===== src/rtl/addsub_fsm_pkg.sv =====
package addsub_fsm_pkg;

  typedef enum logic [2:0] {
    ST_FETCH  = 3'd0,
    ST_DECODE = 3'd1,
    ST_READ   = 3'd2,
    ST_EXEC   = 3'd3,
    ST_WRITE  = 3'd4,
    ST_HALT   = 3'd5
  } fsm_state_t;

  typedef enum logic [1:0] {
    K_ADDIU,
    K_ADDU,
    K_SUBU,
    K_BAD
  } op_kind_t;

  localparam logic [5:0] OP_RTYPE = 6'h00;
  localparam logic [5:0] OP_ADDIU = 6'h09;
  localparam logic [5:0] FN_ADDU  = 6'h21;
  localparam logic [5:0] FN_SUBU  = 6'h23;

endpackage


===== src/rtl/addsub_imem.sv =====
module addsub_imem #(
  parameter int DEPTH = 8,
  parameter int WIDTH = 32,
  localparam int AW   = $clog2(DEPTH)
) (
  input  logic             clk,
  input  logic             wr_en,
  input  logic [AW-1:0]    wr_addr,
  input  logic [WIDTH-1:0] wr_data,
  input  logic             rd_en,
  input  logic [AW-1:0]    rd_addr,
  output logic [WIDTH-1:0] rd_data
);

  logic [WIDTH-1:0] mem [DEPTH];

  // one write port, one registered read port: block RAM shape
  always_ff @(posedge clk) begin
    if (wr_en) mem[wr_addr] <= wr_data;
    if (rd_en) rd_data <= mem[rd_addr];
  end

endmodule


===== src/rtl/addsub_regfile.sv =====
module addsub_regfile #(
  parameter int DW   = 8,
  parameter int NREG = 32,
  localparam int RAW = $clog2(NREG)
) (
  input  logic           clk,
  input  logic           rst,
  input  logic           we,
  input  logic [RAW-1:0] waddr,
  input  logic [DW-1:0]  wdata,
  input  logic [RAW-1:0] ra_addr,
  output logic [DW-1:0]  ra_data,
  input  logic [RAW-1:0] rb_addr,
  output logic [DW-1:0]  rb_data,
  input  logic [RAW-1:0] rc_addr,
  output logic [DW-1:0]  rc_data
);

  logic [DW-1:0] regs [NREG];

  always_ff @(posedge clk) begin
    if (rst) begin
      for (int i = 0; i < NREG; i++) regs[i] <= '0;
    end else if (we && waddr != '0) begin
      regs[waddr] <= wdata;
    end
  end

  assign ra_data = regs[ra_addr];
  assign rb_data = regs[rb_addr];
  assign rc_data = regs[rc_addr];


  zero_reg_write_chk: assert property (@(posedge clk) disable iff (rst)
    we |-> (waddr != '0));


  zero_reg_value_chk: assert property (@(posedge clk) disable iff (rst)
    regs[0] == '0);

endmodule


===== src/rtl/addsub_alu.sv =====
module addsub_alu #(
  parameter int DW = 8
) (
  input  logic [DW-1:0] a,
  input  logic [DW-1:0] b,
  input  logic          sub,
  output logic [DW-1:0] y
);

  // modulo 2^DW, carry discarded
  always_comb begin
    if (sub) y = a - b;
    else     y = a + b;
  end

endmodule


===== src/rtl/addsub_fsm_core.sv =====
module addsub_fsm_core
  import addsub_fsm_pkg::*;
#(
  parameter int DATA_W     = 8,
  parameter int NUM_REGS   = 32,
  parameter int IMEM_DEPTH = 8,
  parameter int MAX_PC     = 7,
  parameter int OUT_REG    = 5,
  localparam int AW        = $clog2(IMEM_DEPTH),
  localparam int RAW       = $clog2(NUM_REGS),
  localparam int PC_W      = $clog2(IMEM_DEPTH + 1)
) (
  input  logic              clk,
  input  logic              rst,
  input  logic              ld_en,
  input  logic [AW-1:0]     ld_addr,
  input  logic [31:0]       ld_data,
  output logic              halted,
  output logic [DATA_W-1:0] out_val
);

  localparam logic [PC_W-1:0] PC_LIMIT = PC_W'(MAX_PC);
  localparam logic [RAW-1:0]  OUT_SEL  = RAW'(OUT_REG);

  fsm_state_t        state;
  logic [PC_W-1:0]   pc;
  logic [31:0]       iword;
  op_kind_t          kind_q;
  logic [RAW-1:0]    rs_q, rt_q, dst_q;
  logic [DATA_W-1:0] imm_q, opa_q, opb_q, res_q;
  logic              valid_q;
  logic              rf_we;
  logic [DATA_W-1:0] ra_data, rb_data, rc_data, alu_y;
  logic              halted_q;
  logic [DATA_W-1:0] out_q;

  addsub_imem #(.DEPTH(IMEM_DEPTH), .WIDTH(32)) u_imem (
    .clk    (clk),
    .wr_en  (ld_en),
    .wr_addr(ld_addr),
    .wr_data(ld_data),
    .rd_en  (state == ST_FETCH),
    .rd_addr(pc[AW-1:0]),
    .rd_data(iword)
  );

  addsub_regfile #(.DW(DATA_W), .NREG(NUM_REGS)) u_rf (
    .clk    (clk),
    .rst    (rst),
    .we     (rf_we),
    .waddr  (dst_q),
    .wdata  (res_q),
    .ra_addr(rs_q),
    .ra_data(ra_data),
    .rb_addr(rt_q),
    .rb_data(rb_data),
    .rc_addr(OUT_SEL),
    .rc_data(rc_data)
  );

  addsub_alu #(.DW(DATA_W)) u_alu (
    .a  (opa_q),
    .b  (opb_q),
    .sub(kind_q == K_SUBU),
    .y  (alu_y)
  );

  // field split of the fetched word
  logic [5:0] f_op, f_fn;
  logic [4:0] f_sh;
  op_kind_t   f_kind;
  assign f_op = iword[31:26];
  assign f_fn = iword[5:0];
  assign f_sh = iword[10:6];

  always_comb begin
    if (f_op == OP_ADDIU)
      f_kind = K_ADDIU;
    else if (f_op == OP_RTYPE && f_sh == '0 && f_fn == FN_ADDU)
      f_kind = K_ADDU;
    else if (f_op == OP_RTYPE && f_sh == '0 && f_fn == FN_SUBU)
      f_kind = K_SUBU;
    else
      f_kind = K_BAD;
  end

  assign rf_we = (state == ST_WRITE) && valid_q && (dst_q != '0);

  always_ff @(posedge clk) begin
    if (rst) begin
      state    <= ST_FETCH;
      pc       <= '0;
      kind_q   <= K_BAD;
      rs_q     <= '0;
      rt_q     <= '0;
      dst_q    <= '0;
      imm_q    <= '0;
      opa_q    <= '0;
      opb_q    <= '0;
      res_q    <= '0;
      valid_q  <= 1'b0;
      halted_q <= 1'b0;
      out_q    <= '0;
    end else begin
      halted_q <= (state == ST_HALT);
      out_q    <= (state == ST_HALT) ? rc_data : '0;
      unique case (state)
        ST_FETCH: begin
          pc    <= pc + 1'b1;
          state <= ST_DECODE;
        end
        ST_DECODE: begin
          kind_q <= f_kind;
          rs_q   <= RAW'(iword[25:21]);
          rt_q   <= RAW'(iword[20:16]);
          dst_q  <= (f_op == OP_ADDIU) ? RAW'(iword[20:16]) : RAW'(iword[15:11]);
          imm_q  <= DATA_W'(iword[7:0]);
          state  <= ST_READ;
        end
        ST_READ: begin
          opa_q <= ra_data;
          opb_q <= (kind_q == K_ADDIU) ? imm_q : rb_data;
          state <= ST_EXEC;
        end
        ST_EXEC: begin
          res_q   <= alu_y;
          valid_q <= (kind_q != K_BAD);
          state   <= ST_WRITE;
        end
        ST_WRITE: begin
          state <= (pc < PC_LIMIT) ? ST_FETCH : ST_HALT;
        end
        default: state <= ST_HALT;
      endcase
    end
  end

  assign halted  = halted_q;
  assign out_val = out_q;


  fetch_to_decode_chk: assert property (@(posedge clk) disable iff (rst)
    (state == ST_FETCH) |=> (state == ST_DECODE));


  exec_to_write_chk: assert property (@(posedge clk) disable iff (rst)
    (state == ST_EXEC) |=> (state == ST_WRITE));


  pc_step_chk: assert property (@(posedge clk) disable iff (rst)
    (state == ST_FETCH) |=> (pc == $past(pc) + 1'b1));


  invalid_no_write_chk: assert property (@(posedge clk) disable iff (rst)
    (state == ST_EXEC && kind_q == K_BAD) |=> !rf_we);


  halt_sticky_chk: assert property (@(posedge clk) disable iff (rst)
    halted |=> halted);


  pc_bound_chk: assert property (@(posedge clk) disable iff (rst)
    pc <= PC_LIMIT);


  out_idle_zero_chk: assert property (@(posedge clk) disable iff (rst)
    !halted |-> (out_val == '0));


  load_in_reset_chk: assert property (@(posedge clk)
    ld_en |-> rst);

endmodule


===== config.mk =====
export PLATFORM = sky130hd
export DESIGN_NAME = addsub_fsm_core
export DESIGN_NICKNAME = d
export VERILOG_FILES = /design/src/rtl/addsub_fsm_pkg.sv /design/src/rtl/addsub_imem.sv /design/src/rtl/addsub_regfile.sv /design/src/rtl/addsub_alu.sv /design/src/rtl/addsub_fsm_core.sv
export SDC_FILE = /design/constraint.sdc
export NUM_CORES = 1
export LEC_CHECK = 0
export BUFFER_PORTS_ARGS = -buffer_cell sky130_fd_sc_hd__clkbuf_2
export CORE_ASPECT_RATIO = 1.1
export CORE_UTILIZATION = 51
export CTS_CLUSTER_SIZE = 40
export DETAILED_ROUTE_END_ITERATION = 6
export MAX_ROUTING_LAYER = met4
export PLACE_DENSITY = 0.67
export RECOVER_POWER = 50
export SETUP_SLACK_MARGIN = 0.05
export SYNTH_ARGS = -nofsm -noshare
export SYNTH_HDL_FRONTEND = slang
export SYNTH_SLANG_ARGS = --single-unit

===== constraint.sdc =====
create_clock -name clk -period 7.5 [get_ports clk]
set_input_delay 1.5 -clock clk [delete_from_list [all_inputs] [get_ports clk]]
set_output_delay 1.5 -clock clk [all_outputs]
set_load 0.005 [all_outputs]

==> metrics, run 1 <==
Power per Cell Area=263 nW/um^2; cell mode on critical path=clkbuf_1; fraction of layout cells with a size suffix above 1=between 20% and 30%; Yosys warnings=0; Row Count=89; R2R cell count=3; crit share post-route=54.9%; Slew HR=-104%; largest net degree at the start of global routing=60; Core ar.=53700 um^2; Pleak=9.87 nW; Worst Skew=0.0228 ns; CP peak stage delay=just under 2 ns; Final Hold Viols=0; Area Growth Syn to Fin=9.79%; Vias/cell=6.13; post-synth top area share=59.0%; postcts setup bufs=0; CTS Hold Bufs=0; height of the die=between 200 and 250 um; CTS Sinks=about 620; setup TNS=0 ns; Syn Inst Count=1767; initial antenna violation count=1; Final HPWL DP=about 45 mm; CTS tree=yes; Max FO, Critical Path=between 50 and 60; drt wl/cell=26.5 um; Slew Viols, Final=350; die footprint=55200 um^2; total wire length=roughly 68 mm; sequential share of the synthesized area=roughly 64%; RSZ-0062 raised after global routing=false; Port-buffer cells=46; synthesized area=~28000 um^2; TritonCTS buffer count=60; Min Clock Period, post-route=around 4 ns; Async S/R FF share, synth=0%; DRC errors left=0; crit start category=primary input; CTS resizes=0; Tot GR Track Use=between 20 and 30%; EDFF count, synth=about 540; Max Cap Viol=10; Crit Reg-Reg Startpoint=pc[0]; CTS root buf=clkbuf_16; first-pass GRT wire length=about 100 mm; violated checks=max-capacitance violations, max-slew violations; number of global-route vias before repair=15685; CTS clock-pin slew for the worst setup and hold paths=0.06 ns; Final Cell Area=30400 um^2; Iter 0 DRT Violations=1346; post-synth cell types=61; largest area contributor in the netlist=edfxtp_1; H-tree levels=2; worst reg2reg endpoint=u_imem.rd_data[2]; hold_sp=rt_q[0]; Crit-path slowest cell=clkbuf_1; Syn Area/Cell=15.7 um^2; fmax=243 MHz; setup slack, reg-to-reg=3.64 ns; Final ANT Viol Nets=0; Max Root-Sink Buffers=3; Hold Crit Class=reg2reg; Final Setup Violations=0; count leader, synth=edfxtp_1; crit end category=flip-flop; NumNets Final=1831; maximum VDD drop=0.256 mV; critical path type=in2reg; total vias in the final route=15728; area of the multi-input gates=~9400 um^2; CP cell instances=clkbuf_1 -> clkbuf_1 -> or2_2; IO Pins=47; register area=roughly 18000 um^2; total grt overflow=0; Initial Util=51.6%; Synth top cells by count=edfxtp_1, and2_1, mux4_2; placed instance area=28500 um^2; Placer Congestion=0.975; hold path cells=2; #FFs+latches synth=615; worst skew pair latency=0.64 ns; Die X=224 um; Worst Path Required=7.81 ns; Top FF cell, synth=edfxtp_1; First-pass DRT Iterations=6; outcome=finished with violations; Worst-Margin Slew=roughly 3.1 ns; # fillers=4203; synth top area cells=edfxtp_1, mux4_2, and2_1; WP data arrival=4.43 ns
state kept, by name, indices dropped and copies added (netlist names), 2 cells and up, named ones only:
name            flops
dst_q               5
imm_q               8
kind_q              2
opa_q               8
opb_q               8
out_val             8
pc                  4
res_q               8
rs_q                5
rt_q                5
state               3
u_imem.mem        256
u_imem.rd_data     32
u_rf.regs         256
logic make-up after synthesis:
group           after synthesis  share of synthesized area [%]
flops                       615                           64.1
simple gates                496                           10.3
mux                         265                           16.7
compound gates              234                           5.64
buf+inv                     134                           2.34
xor+xnor                     12                          0.380
fa+ha+maj                    10                          0.479
other cells                   1                         0.0135
final cells by class:
| type | instances | share of cell area (%) |
|---|---|---|
| Sequential cell | 615 | 58.5 |
| Multi-Input combinational cell | 1025 | 30.8 |
| Clock buffer | 81 | 5.43 |
| Tap cell | 728 | 3.00 |
| Timing Repair Buffer | 71 | 1.12 |
| Clock inverter | 33 | 1.04 |
| Inverter | 10 | 0.123 |
| Antenna cell | 1 | 0.00823 |
worst max-delay path: cells and delay by family:
family,cells,cell delay [ns]
buf+inv,2,2.42
simple gates,1,0.48
cells in the final DEF, fill, tap and decap left out, types with 11 or more instances in the layout:
cell,count
edfxtp_1,544
and2_1,250
mux4_2,153
nand2_1,74
o21ai_0,67
clkbuf_16,61
clkbuf_1,59
mux2i_1,58
dfxtp_1,55
mux2_2,54
nor2_1,51
a21oi_1,48
nor2b_1,19
a221oi_1,19
a22oi_1,17
buf_4,16
nor3_1,14
a211oi_1,14
dfxtp_2,14
nor2_4,13
o22ai_1,12
nand2b_1,11
clkinv_1,11
clkbuf_2,11
report_power, final:
part           switching (mW)  internal, mW  total (mW)  leakage [nW]
registers               0.205          3.91        4.12          5.87
logic                   0.491         0.437       0.928          3.06
clock network            1.30          1.66        2.96         0.937
total                    1.99          6.01        8.01          9.87
worst max path at each step:
| stage | from | to | slack, ns | cells after the start |
|---|---|---|---|---|
| 6_report | rst | u_rf.regs[3][6] | 3.38 | 3 |
| 3_5_place_dp | rst | u_rf.regs[1][0] | 3.26 | 5 |
| 4_1_cts | rst | u_rf.regs[6][6] | 3.89 | 5 |
| 2_1_floorplan | ld_addr[1] | u_imem.mem[0][0] | 3.15 | 2 |
| 3_3_place_gp | rst | u_rf.regs[1][3] | 3.34 | 5 |
| 5_1_grt | pc[0] | u_imem.rd_data[3] | 3.21 | 3 |
metal layers:
layer | up-vias | part of all wire (%) | GRT usage [%]
met3 | 153 | 6.4 | 3.66
met5 | - | 0 | -
met4 | 0 | 4.1 | 9.80
met1 | 8018 | 39 | 31.3
met2 | 662 | 51 | 44.3
li1 | 6895 | - | -
metrics by stage:
stage	hold slack [ns]	power, mW	setup slack (ns)	instances	utilization, %
after floorplan	0.432	4.80	3.15	1774	-
after global placement	0.438	5.10	3.34	2449	53.2
after detailed placement	0.446	5.12	3.26	2449	53.2
after CTS	0.455	8.06	3.89	2563	56.8
after global routing	0.495	8.26	3.21	2564	56.6
final	0.453	8.01	3.38	2564	56.6
Power figures use the tool's default switching activity.
==> run 2: changes to the inputs <==
--- a/config.mk
+++ b/config.mk
@@ -11,7 +11,7 @@
 export CTS_CLUSTER_SIZE = 40
 export DETAILED_ROUTE_END_ITERATION = 6
 export MAX_ROUTING_LAYER = met4
-export PLACE_DENSITY = 0.67
+export PLACE_DENSITY = 0.69
 export RECOVER_POWER = 50
 export SETUP_SLACK_MARGIN = 0.05
 export SYNTH_ARGS = -nofsm -noshare
==> constraint.sdc (replaced) <==
create_clock -name clk -period 3.5 [get_ports clk]
set_input_delay 0.7 -clock clk [delete_from_list [all_inputs] [get_ports clk]]
set_output_delay 0.7 -clock clk [all_outputs]
set_load 0.005 [all_outputs]
==> run 2 against run 1 <==
  * The flow still finishes with violations (max-capacitance violations, max-slew violations)
  * Power rose by 120%
  * Sequential cell count unchanged
  * Routed wire length grew 0.48%
  * Critical endpoint is now u_imem.mem[5][17]
  * Largest cell class unchanged
==> metrics, run 2 (synthesis gave the netlist of run 1 again) <==
DRC errors left=0; DR top layer=met4; IO Pins=47; CTS Sinks=615; Max Root-Sink Buffers=3; Worst Skew=~0.043 ns; met3 routed WL=between 4 and 5 mm; Cells after DPL=2501; Max FO, Critical Path=25; First-pass DRT Iterations=6; die footprint=55200 um^2; fraction of layout cells with a size suffix above 1=22.0%; largest net degree at the start of global routing=60; most common cell after layout, fill and taps aside=edfxtp_1; total grt overflow=0; Final Hold Viols=0; drt wl/cell=26.2 um; Core ar.=53700 um^2; total wire length=68.4 mm; wl on met1=26.7 mm; Die X=224 um; Vias/cell=6.11; Power per Cell Area=roughly 560 nW/um^2; fmax=351 MHz; Iter 0 DRT Violations=about 1600; Core Util, Final=57.4%; Worst-Margin Slew=between 2 and 2.5 ns; Worst Path Required=3.73 ns; TritonCTS buffer count=59; area of the multi-input gates=9360 um^2; setup TNS=0 ns; initial antenna violation count=1; met2 WL=~34 mm; maximum VDD drop=0.617 mV; CTS Hold Bufs=0; first-pass GRT wire length=102 mm; hold slack=0.403 ns; total vias in the final route=15966; number of global-route vias before repair=15925; Final ANT Viol Nets=0; worst skew pair latency=0.65 ns; Area Growth Syn to Fin=11.2%; Regs by FF count=u_imem.mem (256), u_rf.regs (256), u_imem.rd_data (32); Port-buffer cells=46; register area=17800 um^2; Layout Cells excl Fill=roughly 2600; Tot GR Track Use=about 26%; CP startpoint=ld_addr[0]; Final Setup Violations=0; Tot Pwr=17.3 mW; Slew Viols, Final=253; Hold Crit Class=in2reg; CTS tree=yes; WP data arrival=3.08 ns; postcts setup bufs=0; Pleak=roughly 10 nW; crit share post-route=81.4%; Placer Congestion=1.03; violated checks=max-capacitance violations, max-slew violations; Crit Reg-Reg Startpoint=kind_q[1]; height of the die=around 250 um; Slew HR=-65.2%; NumNets Final=1882; H-tree levels=2; Final HPWL DP=46.0 mm; Initial Util=51.6%; outcome=finished with violations; crit end category=flip-flop; hold_sp=ld_data[4]; Min Clock Period, post-route=~2.9 ns; Row Count=between 80 and 90; CTS root buf=clkbuf_16; CTS clock-pin slew for the worst setup and hold paths=0.06 ns; crit start category=primary input; CTS resizes=0; commonest cells after routing, fill and taps aside=edfxtp_1, and2_1, mux4_2; critical path type=in2reg; Max Cap Viol=8; # fillers=4179; RSZ-0062 raised after global routing=false
[run 2: changes by cell type in the layout (fill, tap and decap cells not counted), sizes merged, moves of 2 or more]
cell      change
buf          +48
clkbuf        -8
bufinv        +2
clkinvlp      -2
clkinv        +7
[run 2: final timing paths]
check / to / slack [ns] / cells after the start
max: u_imem.mem[5][17] / 0.65 / 4
min: u_imem.mem[1][4] / 0.40 / 1
max reg2reg: res_q[7] / 0.86 / 9
min reg2reg: flip-flop / 0.46 / 2
[run 2: through the flow]
step / area (um^2) / setup WS, ns
after floorplan: 27700 / 0.634
after global placement: 29000 / 0.766
after detailed placement: 29000 / 0.612
after CTS: 30900 / 0.882
after global routing: 30800 / 0.453
final: 30800 / 0.650
[run 2: cell type report]
cell class                 count  share of cell area (%)
sequential                   615                    57.7
multi-input combinational   1025                    30.4
clock buffer                  70                    4.99
tap                          728                    2.96
timing repair buffer         123                    2.48
clock inverter                41                    1.31
inverter                      10                   0.122
antenna                        1                 0.00813
[run 2: metal layers]
layer	vias up	global-route usage, %
li1	7001	-
met1	8186	32.1
met2	606	42.6
met3	173	3.94
met4	0	11.8
met5	-	-
[run 2: where the power goes]
| group | internal, mW | switching (mW) | total, mW |
|---|---|---|---|
| sequential | 8.38 | 0.409 | 8.79 |
| combinational | 0.999 | 1.13 | 2.13 |
| clock | 3.54 | 2.81 | 6.35 |
| total | 12.9 | 4.35 | 17.3 |
[run 2: critical path, cell delays in order]
cell	delay [ns]
clkbuf_1	0.22
nand2_1	0.16
nor2_1	0.64
dlymetal6s4s_1	1.33
